**config.mk**
```make
export PLATFORM = sky130hd
export DESIGN_NAME = staged_piso
export DESIGN_NICKNAME = d
export VERILOG_FILES = /design/src/rtl/staged_piso_pkg.sv /design/src/rtl/staged_piso_op_decode.sv /design/src/rtl/staged_piso_stage_reg.sv /design/src/rtl/staged_piso_shift_chain.sv /design/src/rtl/staged_piso_err_fsm.sv /design/src/rtl/staged_piso.sv
export SDC_FILE = /design/constraint.sdc
export NUM_CORES = 1
export LEC_CHECK = 0
export ABC_AREA = 1
export BUFFER_PORTS_ARGS = -buffer_cell sky130_fd_sc_hd__buf_2
export CORE_MARGIN = 2
export CORE_UTILIZATION = 30
export CTS_CLUSTER_DIAMETER = 150
export CTS_CLUSTER_SIZE = 30
export DETAILED_ROUTE_END_ITERATION = 12
export MAX_ROUTING_LAYER = met4
export PLACE_DENSITY_LB_ADDON = 0.1
export SKIP_LAST_GASP = 1
export SYNTH_ARGS = -nofsm -noshare
export SYNTH_HDL_FRONTEND = slang
export SYNTH_HIERARCHICAL = 1
export SYNTH_SLANG_ARGS = --single-unit
```
**constraint.sdc**
```tcl
create_clock -name clk -period 2.7 [get_ports clk]
set_input_delay 0.27 -clock clk [delete_from_list [all_inputs] [get_ports clk]]
set_output_delay 0.27 -clock clk [all_outputs]
set_load 0.05 [all_outputs]
```
**src/rtl/staged_piso_pkg.sv**
```systemverilog
package staged_piso_pkg;

    // Operation applied to the shift stage in the current cycle
    typedef enum logic [2:0] {
        OP_HOLD     = 3'd0,
        OP_SHIFT    = 3'd1,
        OP_LOAD     = 3'd2,
        OP_CLEAR    = 3'd3,
        OP_CONFLICT = 3'd4
    } shift_op_e;

    // Sticky error flag machine
    typedef enum logic {
        ERR_CLEAN   = 1'b0,
        ERR_FLAGGED = 1'b1
    } err_state_e;

endpackage

```
**src/rtl/staged_piso_op_decode.sv**
```systemverilog
module staged_piso_op_decode
    import staged_piso_pkg::*;
(
    input  logic      load_n,
    input  logic      clear_n,
    input  logic      shift_en,
    output shift_op_e op
);

    // Priority: conflict, clear, load, shift, hold
    always_comb begin
        op = OP_HOLD;
        unique case ({load_n, clear_n})
            2'b00: op = OP_CONFLICT;
            2'b10: op = OP_CLEAR;
            2'b01: op = OP_LOAD;
            2'b11: op = shift_en ? OP_SHIFT : OP_HOLD;
            default: op = OP_HOLD;
        endcase
    end

endmodule

```
**src/rtl/staged_piso_stage_reg.sv**
```systemverilog
module staged_piso_stage_reg #(
    parameter int WIDTH = 8
) (
    input  logic             clk,
    input  logic             rst,
    input  logic             stage_en,
    input  logic [WIDTH-1:0] par_in,
    output logic [WIDTH-1:0] stage_q
);

    always_ff @(posedge clk) begin
        if (rst)
            stage_q <= '0;
        else if (stage_en)
            stage_q <= par_in;
    end

endmodule

```
**src/rtl/staged_piso_shift_chain.sv**
```systemverilog
module staged_piso_shift_chain
    import staged_piso_pkg::*;
#(
    parameter int WIDTH = 8
) (
    input  logic             clk,
    input  logic             rst,
    input  shift_op_e        op,
    input  logic [WIDTH-1:0] load_word,
    input  logic             ser_in,
    output logic [WIDTH-1:0] shift_q
);

    logic [WIDTH-1:0] shift_d;

    // One next-value selector per bit; bit 0 takes the serial input
    for (genvar i = 0; i < WIDTH; i++) begin : g_bit
        logic up_bit;
        if (i == 0) begin : g_low
            assign up_bit = ser_in;
        end else begin : g_up
            assign up_bit = shift_q[i-1];
        end

        always_comb begin
            shift_d[i] = shift_q[i];
            unique case (op)
                OP_HOLD:     shift_d[i] = shift_q[i];
                OP_SHIFT:    shift_d[i] = up_bit;
                OP_LOAD:     shift_d[i] = load_word[i];
                OP_CLEAR:    shift_d[i] = 1'b0;
                OP_CONFLICT: shift_d[i] = 1'b0;
                default:     shift_d[i] = shift_q[i];
            endcase
        end
    end

    always_ff @(posedge clk) begin
        if (rst)
            shift_q <= '0;
        else
            shift_q <= shift_d;
    end

endmodule

```
**src/rtl/staged_piso_err_fsm.sv**
```systemverilog
module staged_piso_err_fsm
    import staged_piso_pkg::*;
(
    input  logic      clk,
    input  logic      rst,
    input  shift_op_e op,
    input  logic      err_ack,
    output logic      err_flag
);

    err_state_e state_q;
    err_state_e state_d;

    always_comb begin
        state_d = state_q;
        unique case (state_q)
            ERR_CLEAN: begin
                if (op == OP_CONFLICT)
                    state_d = ERR_FLAGGED;
            end
            ERR_FLAGGED: begin
                if (op != OP_CONFLICT && err_ack)
                    state_d = ERR_CLEAN;
            end
            default: state_d = ERR_CLEAN;
        endcase
    end

    always_ff @(posedge clk) begin
        if (rst)
            state_q <= ERR_CLEAN;
        else
            state_q <= state_d;
    end

    always_comb begin
        err_flag = (state_q == ERR_FLAGGED);
    end

endmodule

```
**src/rtl/staged_piso.sv**
```systemverilog
module staged_piso
    import staged_piso_pkg::*;
#(
    parameter int WIDTH = 8
) (
    input  logic             clk,
    input  logic             rst,
    input  logic [WIDTH-1:0] par_in,
    input  logic             stage_en,
    input  logic             shift_en,
    input  logic             ser_in,
    input  logic             load_n,
    input  logic             clear_n,
    input  logic             err_ack,
    output logic             ser_out,
    output logic             conflict_err
);

    localparam int MSB = WIDTH - 1;

    logic [WIDTH-1:0] stage_q;
    logic [WIDTH-1:0] shift_q;
    logic [WIDTH-1:0] load_word;
    shift_op_e        op;

    staged_piso_op_decode u_dec (
        .load_n   (load_n),
        .clear_n  (clear_n),
        .shift_en (shift_en),
        .op       (op)
    );

    staged_piso_stage_reg #(.WIDTH(WIDTH)) u_stage (
        .clk      (clk),
        .rst      (rst),
        .stage_en (stage_en),
        .par_in   (par_in),
        .stage_q  (stage_q)
    );

    // A word staged in the same cycle as a load passes straight through
    assign load_word = stage_en ? par_in : stage_q;

    staged_piso_shift_chain #(.WIDTH(WIDTH)) u_chain (
        .clk       (clk),
        .rst       (rst),
        .op        (op),
        .load_word (load_word),
        .ser_in    (ser_in),
        .shift_q   (shift_q)
    );

    staged_piso_err_fsm u_err (
        .clk      (clk),
        .rst      (rst),
        .op       (op),
        .err_ack  (err_ack),
        .err_flag (conflict_err)
    );

    assign ser_out = shift_q[MSB];

endmodule

```
== Yosys cells after proc, flatten, opt, wreduce, memory -nomap -nowiden ==
Index checks and enable logic that the tools add are counted.

* Bits in read-only memories: 0
* Memory bits (writable): 0
* Bits in latches: 0
* Memories: 0
* Flip-flop bits (word level): 17
* Output and inout port bits: 2

* Equality and inequality tests: 8
* Multiplexer cells: 14
* Bitwise logic cells: 1
* Add/subtract/negate cells: 0
* $mul: 0
* Reductions and logical operators: 4
* Shift operators: 0
* $lt $le $gt $ge: 0
* Div/mod/pow operators: 0

{| class="wikitable"
|+ Operators with widths
! operator !! number
|-
| $pmux W1 S3 || 8
|-
| $pmux W3 S4 || 1
|-
| $mux W8 || 1
|-
| $eq A3 B2 Y1 const B || 2
|-
| $eq A2 B2 Y1 const B || 2
|-
| $eq A3 B1 Y1 const B || 1
|-
| $eq A3 B3 Y1 const B || 1
|-
| $mux W1 || 3
|-
| $ne A3 B3 Y1 const B || 1
|-
| $reduce_bool A3 Y1 || 1
|-
| $eq A2 B1 Y1 const B || 1
|-
| $logic_not A2 Y1 || 1
|-
| $pmux W1 S2 || 1
|-
| $reduce_or A2 Y1 || 1
|-
| $logic_and A1 B1 Y1 || 1
|-
| $not A1 Y1 || 1
|}

== Depth between registers and ports, before layout ==
* Depth after elaboration: 6
* Mapped depth: 9
* Depth with buffers taken out: 9

== Cells and area by module ==
Netlist, hierarchy kept.

{| class="wikitable"
|+ By module, submodules not included
! module !! cells each !! instances !! area an instance (um2)
|-
| staged_piso_shift_chain || 90 || 1 || 529.3
|-
| staged_piso_stage_reg || 51 || 1 || 341.6
|-
| staged_piso || 26 || 1 || 105.1
|-
| staged_piso_op_decode || 7 || 1 || 47.5
|-
| staged_piso_err_fsm || 6 || 1 || 43.8
|}

== Worst setup path after synthesis ==
OpenSTA, ideal clock, no wires.

* Path kind: input-to-reg
* Start: input load_n
* End: register u_chain.shift_q[6]
* Setup slack: 1.382 ns
* Stages on the path: 9
* Buffers on the path: 1
* Arrival: 1.206 ns
* Setup time: 0.113 ns
* Data required time: 2.587 ns
* Path through: inv_1 > ha_1 > inv_2 > nand3_4 > clkbuf_8 > nor2_1 > nor2_1 > nor2_1 > nor2_1

* Cells in the longest elaborated chain, start to end: 5

{| class="wikitable"
|+ Ends and longest elaborated chain
! element !! line !! RTL
|-
| start: declaration || staged_piso.sv:12 || <nowiki>input logic load_n,</nowiki>
|-
| $eq A2 B2 Y1, or another cell as far along || staged_piso_op_decode.sv:13 || <nowiki>unique case ({load_n, clear_n})</nowiki>
|-
| $pmux W3 S4 * || staged_piso_op_decode.sv:13 ||
|-
| via op[1] || staged_piso.sv:24 || <nowiki>shift_op_e op;</nowiki>
|-
| $eq A3 B2 Y1 or $eq A3 B3 Y1 (tied branches) || staged_piso_shift_chain.sv:27 || <nowiki>unique case (op)</nowiki>
|-
| $reduce_or A2 Y1 (no source line) || n/a ||
|-
| $pmux W1 S3 or $reduce_bool A3 Y1 (tied branches) || n/a ||
|-
| end signal: assignment || staged_piso_shift_chain.sv:42 || <nowiki>shift_q <= shift_d;</nowiki>
|-
| end: declaration || staged_piso_shift_chain.sv:11 || <nowiki>output logic [WIDTH-1:0] shift_q</nowiki>
|}

The timed path passes the listed nets; every way through them passes the cells marked *.
A chain may end at the register's enable or synchronous reset.

== Final worst setup path ==
* Start: input load_n
* End: register u_chain.shift_q[7]

Same word-level chain as after synthesis.

==> flow_summary.json <==
{
  "status": "finished, final reports clean",
  "start_util": 0.315,
  "setup_tns_ns": 0,
  "drt_iter0_drc": 19,
  "gr-total-overflow": 0,
  "finalClockSkew_ns": 0.00129,
  "remaining_drc_errors": 0,
  "p_seq_frac": 0.499,
  "syn_inst": 180,
  "fill_cells": 385,
  "ys.warnings.count": 6,
  "rsz0062_at_grt": "no",
  "seq_area_frac_synth": 0.319,
  "layout-drive-gt1-share": 0.162,
  "clkLatencyLatePin_ns": 0.28,
  "placement_rows": 21,
  "dieHeight_um": 63.6,
  "worst_pin_slew_ns": 0.416,
  "avgViaCountPerCell": 4.28,
  "cts_tree": "built",
  "vias": 1039,
  "die_x_um": 63.6,
  "cts_buffers": 3,
  "hold_path.class": "primary input to register",
  "power_switching_w": 0.000185,
  "swShare": 0.324,
  "diodes": 0,
  "clkSlewWorstSetupHoldPaths_ns": 0.10,
  "dr.pass1.iters": 4,
  "drv_slew": 0,
  "yosysTopAreaCellShare": 0.319,
  "core_area_mm2": 0.00339,
  "nets": 216,
  "clkPwrFrac": 0.236,
  "avgRoutedWirePerCell_um": 9.10,
  "cellLeakagePower_nw": 0.671,
  "gp_congestion": 0.833,
  "dieArea_mm2": 0.00405,
  "mostFrequentLayoutCell": "nor2_1",
  "worst_slack_ns": 1.43,
  "final_cell_mix": "56 x nor2_1, 50 x nand2_1, 29 x inv_1",
  "htree_levels": 1,
  "syn_avg_cell_area_um2": 5.93,
  "cts_resized": 0,
  "required_ns": 2.89,
  "synth_top_area_cell": "dfxtp_1",
  "place_ws_ns": 1.12,
  "critPathMaxFanout": 9,
  "cp-end-kind": "register",
  "drt_wl_total_um": 2210,
  "ys_types": 16,
  "intPower_w": 0.000386,
  "min_period_ns": 1.27,
  "grt_pass1_wl_um": 3830,
  "synthesis.nets": 198,
  "max_slew_margin": 0.723,
  "grtUsageTotal": 0.123,
  "ant_nets": 0,
  "setup_violations": 0,
  "synthTopCellsByArea": "dfxtp_1 32%, nor2_1 20%, nand2_1 18%",
  "holdBufCountCts": 0,
  "powerDensity_mw_per_mm2": 480,
  "fin_crit_sh": 0.471,
  "cts_buffer_depth": 2,
  "grt_pass1_vias": 962,
  "root_buffer": "clkbuf_4",
  "drv_cap": 0,
  "hold_viol": 0,
  "numPortBuffers": 17,
  "post-cts-setup-buffers": 0,
  "grt_max_degree": 26,
  "dpl.hpwl_um": 1670,
  "crit_arrival_ns": 1.46,
  "yosys_register_bits": 17,
  "path_class": "primary input to register",
  "synth_area_mm2": 0.00107,
  "fmax_mhz": 787,
  "pin_count": 18,
  "peakVddDrop_v": 0.000188,
  "area_growth_pct": 11.4,
  "cts_sinks": 17,
  "antenna_found_initial": 0,
  "pwr-share-comb": 0.265,
  "start_kind": "primary input"
}
-- power groups by stage --
stage | Combinational, W | Clock (W) | Sequential, W
floorplan | 0.000114 | 0 | 0.000296
global placement | 0.000151 | 0 | 0.000290
detailed placement | 0.000153 | 0 | 0.000291
CTS | 0.000153 | 0.000145 | 0.000285
global route | 0.000176 | 0.000154 | 0.000288
finish | 0.000151 | 0.000135 | 0.000285
-- path summary, 6_finish.rpt --
kind                   endpoint  slack, ns          startpoint  depth (start not counted)
min reg2reg      u_err/err_flag       0.48      u_err/err_flag                          2
max reg2reg  u_chain/shift_q[6]       1.87  u_stage/stage_q[6]                          6
min              u_err/err_flag       0.16                 rst                          2
max          u_chain/shift_q[7]       1.43              load_n                          9
-- critical path, stage by stage --
cell,delay (ns)
buf_2,0.11
inv_1,0.05
ha_1,0.35
inv_2,0.11
nand3_2,0.21
nand2_4,0.17
nor2_1,0.06
nor2_1,0.09
nor2_1,0.05
-- synthesized netlist by cell type, drive strengths merged --
library cell,number
a21oi,1
buf,3
clkbuf,1
dfxtp,17
ha,2
inv,33
nand2,54
nand3,4
nand4,8
nor2,57
-- logic make-up after synthesis --
logic type	after synthesis	share of synthesized area
buffers and inverters	37	0.161
flip-flops	17	0.319
AO/OA/AOI/OAI	1	0.00821
adder cells (fa/ha/maj)	2	0.0234
AND/OR/NAND/NOR	123	0.489
-- layer usage --
layer / vias up / share of wire / global-route usage
li1: 563 / - / -
met1: 456 / 0.48 / 0.133
met2: 16 / 0.47 / 0.212
met3: 4 / 0.039 / 0.0321
met4: 0 / 0.011 / 0.0543
met5: - / 0 / -
-- state kept, by name, indices dropped and copies added (netlist names) --
signal and cells:
u_chain/shift_q 8, u_stage/stage_q 8, u_err/err_flag 1
-- area by class of cell --
class / instances / area, um2 / share of cell area
Inverter: 33 / 124 / 0.104
Timing Repair Buffer: 17 / 85.1 / 0.0716
Clock buffer: 4 / 26.3 / 0.0221
Tap cell: 46 / 57.6 / 0.0484
Multi-Input combinational cell: 126 / 556 / 0.467
Sequential cell: 17 / 340 / 0.286
-- per-stage QoR --
stage | hold slack [ns] | util | instances | total power, W | cell area, um2
floorplan | 0.332 | - | 180 | 0.000410 | 1070
global placement | 0.460 | 0.343 | 239 | 0.000440 | 1160
detailed placement | 0.459 | 0.343 | 239 | 0.000443 | 1160
CTS | 0.139 | 0.351 | 243 | 0.000584 | 1190
global route | 0.136 | 0.351 | 243 | 0.000618 | 1190
finish | 0.155 | 0.351 | 243 | 0.000571 | 1190
No activity file was read; power rests on OpenSTA's default activity.
